`src/rtl/rstpin_pkg.sv`:
```
package rstpin_pkg;

    typedef enum logic [1:0] {
        PH_POWERUP = 2'd0,
        PH_DRIVE   = 2'd1,
        PH_RELEASE = 2'd2,
        PH_IDLE    = 2'd3
    } phase_e;

    typedef struct packed {
        logic drive;
        logic busy;
        logic done;
    } pin_ctl_t;

    function automatic logic phase_pulls_low(phase_e p);
        return (p == PH_POWERUP) || (p == PH_DRIVE);
    endfunction

    function automatic int cnt_width(int drive_cycles);
        return $clog2(drive_cycles) + 2;
    endfunction

endpackage

```
`src/rtl/rstpin_sync.sv`:
```
module rstpin_sync #(
    parameter int   STAGES  = 2,
    parameter logic RST_VAL = 1'b1
) (
    input  logic clk,
    input  logic rst,
    input  logic d,
    output logic q
);
    logic [STAGES-1:0] chain;

    generate
        for (genvar i = 0; i < STAGES; i++) begin : g_stage
            if (i == 0) begin : g_first
                always_ff @(posedge clk) begin
                    if (rst) chain[0] <= RST_VAL;
                    else     chain[0] <= d;
                end
            end else begin : g_next
                always_ff @(posedge clk) begin
                    if (rst) chain[i] <= RST_VAL;
                    else     chain[i] <= chain[i-1];
                end
            end
        end
    endgenerate

    assign q = chain[STAGES-1];
endmodule

```
`src/rtl/rstpin_seq.sv`:
```
module rstpin_seq
    import rstpin_pkg::*;
#(
    parameter int DRIVE_CYCLES   = 512,
    parameter int RELEASE_CYCLES = 10,
    parameter int CNT_W          = 11
) (
    input  logic     clk,
    input  logic     rst,
    input  logic     int_req,
    input  logic     pll_lock,
    input  logic     pin_hi,
    output pin_ctl_t ctl
);
    localparam logic [CNT_W-1:0] DRV_LOAD = CNT_W'(DRIVE_CYCLES - 1);
    localparam logic [CNT_W-1:0] REL_LOAD = CNT_W'(RELEASE_CYCLES - 1);

    phase_e            phase_q, phase_d;
    logic [CNT_W-1:0]  cnt_q, cnt_d;
    logic              done_q, done_d;

    always_comb begin
        phase_d = phase_q;
        cnt_d   = cnt_q;
        done_d  = 1'b0;
        unique case (phase_q)
            PH_POWERUP: begin
                if (pll_lock) begin
                    phase_d = PH_DRIVE;
                    cnt_d   = DRV_LOAD;
                end
            end
            PH_DRIVE: begin
                if (cnt_q != '0) begin
                    cnt_d = cnt_q - 1'b1;
                end else if (!int_req) begin
                    phase_d = PH_RELEASE;
                    cnt_d   = REL_LOAD;
                end
            end
            PH_RELEASE: begin
                if (cnt_q != '0) begin
                    cnt_d = cnt_q - 1'b1;
                end else if (pin_hi) begin
                    phase_d = PH_IDLE;
                    done_d  = 1'b1;
                end else begin
                    phase_d = PH_DRIVE;
                    cnt_d   = DRV_LOAD;
                end
            end
            PH_IDLE: begin
                if (int_req || !pin_hi) begin
                    phase_d = PH_DRIVE;
                    cnt_d   = DRV_LOAD;
                end
            end
            default: begin
                phase_d = PH_POWERUP;
                cnt_d   = '0;
            end
        endcase
    end

    always_ff @(posedge clk) begin
        if (rst) begin
            phase_q <= PH_POWERUP;
            cnt_q   <= '0;
            done_q  <= 1'b0;
        end else begin
            phase_q <= phase_d;
            cnt_q   <= cnt_d;
            done_q  <= done_d;
        end
    end

    always_comb begin
        ctl.drive = phase_pulls_low(phase_q);
        ctl.busy  = (phase_q != PH_IDLE);
        ctl.done  = done_q;
    end
endmodule

```
`src/rtl/rstpin_hold.sv`:
```
module rstpin_hold #(
    parameter int MIN_CYCLES = 4
) (
    input  logic clk,
    input  logic rst,
    input  logic busy,
    output logic mst_rst
);
    localparam int HW = $clog2(MIN_CYCLES + 1);
    localparam logic [HW-1:0] HMAX = HW'(MIN_CYCLES);

    logic [HW-1:0] held_q;
    logic          short_run;

    assign short_run = (held_q != '0) && (held_q < HMAX);

    always_ff @(posedge clk) begin
        if (rst) begin
            held_q <= '0;
        end else if (busy) begin
            held_q <= (held_q == HMAX) ? HMAX : held_q + 1'b1;
        end else if (short_run) begin
            held_q <= held_q + 1'b1;
        end else begin
            held_q <= '0;
        end
    end

    assign mst_rst = busy || short_run;
endmodule

```
`src/rtl/rstpin_ctrl.sv`:
```
module rstpin_ctrl
    import rstpin_pkg::*;
#(
    parameter int DRIVE_CYCLES   = 512,
    parameter int RELEASE_CYCLES = 10,
    parameter int MIN_MASTER     = 4,
    parameter int SYNC_STAGES    = 2
) (
    input  logic clk,
    input  logic rst,
    input  logic int_req,
    input  logic pll_lock,
    input  logic pin_in,
    output logic pin_oe,
    output logic mst_rst,
    output logic rst_done
);
    localparam int CNT_W = cnt_width(DRIVE_CYCLES);

    logic     pin_hi;
    pin_ctl_t ctl;

    rstpin_sync #(
        .STAGES (SYNC_STAGES),
        .RST_VAL(1'b1)
    ) u_sync (
        .clk(clk),
        .rst(rst),
        .d  (pin_in),
        .q  (pin_hi)
    );

    rstpin_seq #(
        .DRIVE_CYCLES  (DRIVE_CYCLES),
        .RELEASE_CYCLES(RELEASE_CYCLES),
        .CNT_W         (CNT_W)
    ) u_seq (
        .clk     (clk),
        .rst     (rst),
        .int_req (int_req),
        .pll_lock(pll_lock),
        .pin_hi  (pin_hi),
        .ctl     (ctl)
    );

    rstpin_hold #(
        .MIN_CYCLES(MIN_MASTER)
    ) u_hold (
        .clk    (clk),
        .rst    (rst),
        .busy   (ctl.busy),
        .mst_rst(mst_rst)
    );

    assign pin_oe   = ctl.drive;
    assign rst_done = ctl.done;
endmodule

```
`config.mk`:
```
export PLATFORM = sky130hd
export DESIGN_NAME = rstpin_ctrl
export DESIGN_NICKNAME = d
export VERILOG_FILES = /design/src/rtl/rstpin_pkg.sv /design/src/rtl/rstpin_sync.sv /design/src/rtl/rstpin_seq.sv /design/src/rtl/rstpin_hold.sv /design/src/rtl/rstpin_ctrl.sv
export SDC_FILE = /design/constraint.sdc
export NUM_CORES = 1
export LEC_CHECK = 0
export CAP_MARGIN = 20
export CORE_ASPECT_RATIO = 0.7
export CORE_MARGIN = 1.5
export CORE_UTILIZATION = 40
export CTS_BUF_LIST = sky130_fd_sc_hd__clkbuf_8
export CTS_CLUSTER_DIAMETER = 40
export DETAILED_ROUTE_END_ITERATION = 10
export GPL_ROUTABILITY_DRIVEN = 0
export MAX_ROUTING_LAYER = met4
export PLACE_DENSITY = 0.65
export SLEW_MARGIN = 10
export SYNTH_ARGS = -nofsm -noshare
export SYNTH_HDL_FRONTEND = slang
export SYNTH_SLANG_ARGS = --single-unit
export TNS_END_PERCENT = 50
```
`constraint.sdc`:
```
create_clock -name clk -period 2.45 [get_ports clk]
set_clock_uncertainty 0.2 [all_clocks]
set_input_delay 0.6125 -clock clk [delete_from_list [all_inputs] [get_ports clk]]
set_output_delay 0.6125 -clock clk [all_outputs]
set_load 0.02 [all_outputs]
```
# Yosys cells after proc, flatten, opt, wreduce, memory -nomap -nowiden
# Index checks and enable logic that the tools add are counted.
# W data, S select, Z words.
# totals
ff_bits	19
output_inout_bits	3
in_bits	5
# classes
mux	18
eq_ne	12
n_reduce_logical	11
n_bitwise	1
add_sub_neg	2
n_lt_le_gt_ge	1
# ops
operator	n
$mux W11	6
$pmux W11 S4	1
$mux W2	6
$reduce_bool A11 Y1	1
$sub A11 B1 Y11 const B	1
$ne A2 B2 Y1 const B	5
$mux W3	3
$pmux W2 S4	1
$ne A3 B2 Y1 const B	2
$reduce_and A5 Y1	1
$eq A2 B2 Y1 const B	2
$reduce_and A4 Y1	1
$add A3 B1 Y3 const B	1
$eq A3 B3 Y1 const B	1
$logic_or A1 B1 Y1	3
$lt A3 B3 Y1 const B	1
$reduce_bool A3 Y1	1
$reduce_or A3 Y1	1
$eq A2 B1 Y1 const B	1
$logic_not A2 Y1	1
$ne A2 B1 Y1 const B	1
$logic_and A1 B1 Y1	1
$logic_not A1 Y1	1
$mux W1	1
$not A1 Y1	1

# Depth between registers and ports, before layout
# logic_depth
depth_word	4
ltp_mapped	9
depth_no_buf	7

# By module
# Synthesis repeated with hierarchy kept, for this count alone.
# unflattened
hier_cells	146
hier_area_um2	1211.2
# modules_own_cells
module	cells_each	area_per_inst_um2	seq_area_each_um2	instances
rstpin_seq	125	983.4	280.3	1
rstpin_hold	17	175.2	60.1	1
rstpin_sync	4	52.6	40.0	1

# Worst setup path after synthesis
# No wires, ideal clock.
# synth_path
path_kind	register to register
startpoint	register u_seq.cnt_q[0]
endpoint	register u_seq.phase_q[0]
path_buffers	0
stages_incl_launch_ff	8
path_slack_ns	0.257
period_less_slack_ns	2.193
arrival_ns	1.873
setup_ns	0.121
path_cell_list	dfxtp_1 inv_1 ha_1 nor4b_1 nand3_1 a211o_1 o31ai_1 mux2_2
# synth_between
elab_chain_len	3
elab_cells_between_ends	4
classes_between	2 x eq/ne; 2 x reduce/logical
# synth_lines
element	line_no	text
start, declared	rstpin_seq.sv:19	logic [CNT_W-1:0] cnt_q, cnt_d;
start signal, assigned	rstpin_seq.sv:72	cnt_q <= cnt_d;
$reduce_bool A11 Y1 *	rstpin_seq.sv:34, rstpin_seq.sv:42	
$ne A2 B2 Y1 (no source line)	--	
$reduce_and A5 Y1 (no source line) *	--	
end signal, assigned	rstpin_seq.sv:71	phase_q <= phase_d;
end, declared	rstpin_seq.sv:18	phase_e phase_q, phase_d;
# Every way passes the cells marked *; elsewhere a longest branch is shown, timed or not.
# A chain may end at the register's enable or synchronous reset.

# Worst setup path after layout
# layout_path
startpoint	register u_seq.phase_q[0]
endpoint	output pin_oe
# layout_between
elab_chain_len	2
elab_cells_between_ends	3
classes_between	1 x eq/ne; 2 x reduce/logical
# layout_lines
element	line_no	text
$eq A2 B1 Y1 or $logic_not A2 Y1 (tied branches)	rstpin_pkg.sv:17	return (p == PH_POWERUP) || (p == PH_DRIVE);
$logic_or A1 B1 Y1 *	rstpin_pkg.sv:17	
end, declared	rstpin_ctrl.sv:14	output logic pin_oe,
# Marked as above.

==> qor.csv <==
metric;value;unit
status;completed;
CP max FO;4;
Starting DRT DRC Count;48;
All-Layer GR Usage;0.188;
post-synthesis async set-or-reset flop share;0;
CTS Root Cell;clkbuf_8;
max-slew violation total from the final report;0;
YS warnings;0;
VDD IR-drop max;0.521;mV
post-route setup slack;0.0709;ns
number of CTS-inserted buffers;3;
Final Hold Vio Count;0;
net switching power;0.592;mW
Synth Flop Type;dfxtp_1;
Die ar.;0.00324;sq mm
critical-path cell with the highest stage delay;dfxtp_1;
grt ovf;0;
clk buf depth;2;
CTS tree;built;
Startpoint Class;register;
Pre-Repair DR Iteration Count;4;
Setup WS pre-CTS;0.0768;ns
Max-Cap Viols;0;
largest net degree at the start of global routing;14;
Mapped Area;0.00116;sq mm
Antenna diodes;0;
Setup TNS Final;0;ns
# port buffers;7;
Synth Instances;137;
top cells by area, synth;dfxtp_1 (33%), ha_1 (9.7%), o21ai_0 (7.3%);
hold buffer count at CTS;0;
DRC Markers;0;
Internal Power;0.814;mW
GR Util met2;0.273;
H-tree depth;1;
slowest stage delay, CP;0.40;ns
busiest grt layer;met2;
area fraction of the dominant cell type after synthesis;0.327;
total wire length;2600;um
unrepaired setup endpoints after global routing;no;
met3 usage;0.0508;
static leakage;0.556;nW
vias in the first global route;921;
# rows;16;
DR vias;1026;
sequential share of power;0.349;
fin crit share;0.971;
Synth area leader;dfxtp_1;
switching share of power;0.421;
post-detail-place hpwl;1860;um
Seq/Total Area, Yosys;0.327;
register bit count reported by yosys;19;
first-pass GRT wire length;4260;um
initial antenna violation count;0;
Rel. slew slack;0.737;
clk_lat worst skew;0.26;ns
Top Ports;8;
initial core utilization;0.418;
Post-CTS Setup Bufs;0;
Fillers;272;
share of cells above drive strength 1;0.154;
Power Dens Cells;1040;mW/mm^2
Req. time, crit path;1.64;ns
Post-layout nets;164;
clock sinks;19;
Post-Syn Nets;151;
min cycle time layout;2.38;ns
min-delay worst type;register to register;
Logic pwr share;0.498;
Worst Tran Pin Value;0.391;ns
Die W;67.4;um
Die Y;48.1;um
Netlist cell types;44;
most frequent cell after synthesis;dfxtp_1;
crit path cell chain;inv_1, ha_1, or2_2, dlygate4sd2_1;
fmax;0.420;GHz
Area growth syn-to-layout;16.6;%
vias per cell;5.55;
Crit path arrival time;1.57;ns
WS Path Type;register to output pin;
final setup violation count;0;
drt wl/cell;14.1;um
Post-synth EDFFs;0;
M1 GR Usage;0.257;
share of total power in the clock network;0.153;
Setup crit end kind;output pin;
syn_area_per_cell;8.48;sq um
Clock Pin Slew Worst Setup and Hold Paths;0.07;ns
remaining antenna violation count after routing;0;
Placeable Area;0.00278;sq mm
most common library cells after synthesis;dfxtp_1 (19), o21ai_0 (17);
## per-layer routing
| metal | vias to the layer above | wire [um] |
|---|---|---|
| met5 | - | 0 |
| met4 | 0 | 28 |
| met2 | 20 | 1070 |
| met1 | 480 | 1410 |
| met3 | 5 | 95 |
| li1 | 521 | - |
## placed cells by master (no fill, tap or decap), drive strengths merged, types with 4 or more instances in the layout
cell / instances
dfxtp: 19
o21ai: 18
inv: 10
a21oi: 10
nand2: 9
ha: 9
buf: 7
nor2: 5
clkdlybuf4s50: 5
or2: 4
o22ai: 4
a21o: 4
nor3: 4
## worst paths after layout
check / start / to / slack, ns / cells past startpoint
setup / recovery: u_seq.phase_q[0]$_SDFFE_PP0P_ / pin_oe / 0.07 / 4
hold reg to reg: u_sync.chain[0]$_SDFF_PP1_ / u_sync.q$_SDFF_PP1_ / 0.22 / 1
hold / removal: u_sync.chain[0]$_SDFF_PP1_ / u_sync.q$_SDFF_PP1_ / 0.22 / 1
setup reg to reg: u_seq.cnt_q[0]$_SDFFE_PP0P_ / u_seq.cnt_q[6]$_SDFFE_PP0P_ / 0.14 / 7
## sequential cells by signal, summed over array words and instances, names as in the netlist
signal and cells:
u_hold.held_q 3, u_seq.cnt_q 11, u_seq.done_q 1, u_sync.chain 1
u_sync.q 1, u_seq.phase_q 2
## worst max-delay path: cells and delay by family, from the launching register on
kind / cells / cell delay (ns)
adders and majority gates: 1 / 0.22
buffers and inverters: 2 / 0.42
DFF: 1 / 0.40
and+or+nand+nor: 1 / 0.27
## through the flow
stage	hold WS (ns)	instances	total power, mW	util	instance area, sq um
after floorplan	0.189	137	1.00	-	1160
after global placement	0.201	181	1.17	0.469	1310
after detailed placement	0.203	181	1.18	0.469	1310
after CTS	0.221	185	1.40	0.485	1350
after global routing	0.234	185	1.52	0.487	1360
final	0.216	185	1.41	0.487	1360
## cell type report
cell class / instances / area, sq um / share of cell area
clock inverters: 1 / 3.75 / 0.00277
repair buffers: 14 / 120 / 0.0886
well taps: 36 / 45.0 / 0.0332
multi-input cells: 103 / 731 / 0.539
clock buffers: 3 / 41.3 / 0.0305
inverters: 9 / 33.8 / 0.0249
flip-flops and latches: 19 / 380 / 0.281
## logic make-up (layout without fill, tap and decap cells)
group	count (synthesis)	in the layout	share of synthesized area
mux	2	2	0.0183
buf+inv	15	27	0.0495
compound gates	48	48	0.269
simple gates	40	40	0.208
flops	19	19	0.327
xor+xnor	3	3	0.0226
fa+ha+maj	10	10	0.105
## power groups by stage
stage               logic (mW)  clock network (mW)  registers, mW
floorplan                0.545                   0          0.456
finish                   0.701               0.215          0.491
global route             0.778               0.238          0.502
CTS                      0.689               0.223          0.486
detailed placement       0.692                   0          0.491
global placement         0.684                   0          0.488
## timing repair
action                                  CTS  global route
gates resized for setup                   2             1
endpoints found under the hold margin     0             0
gates cloned                              0             0
endpoints found under the setup margin    2             1
Power figures use the tool's default switching activity.
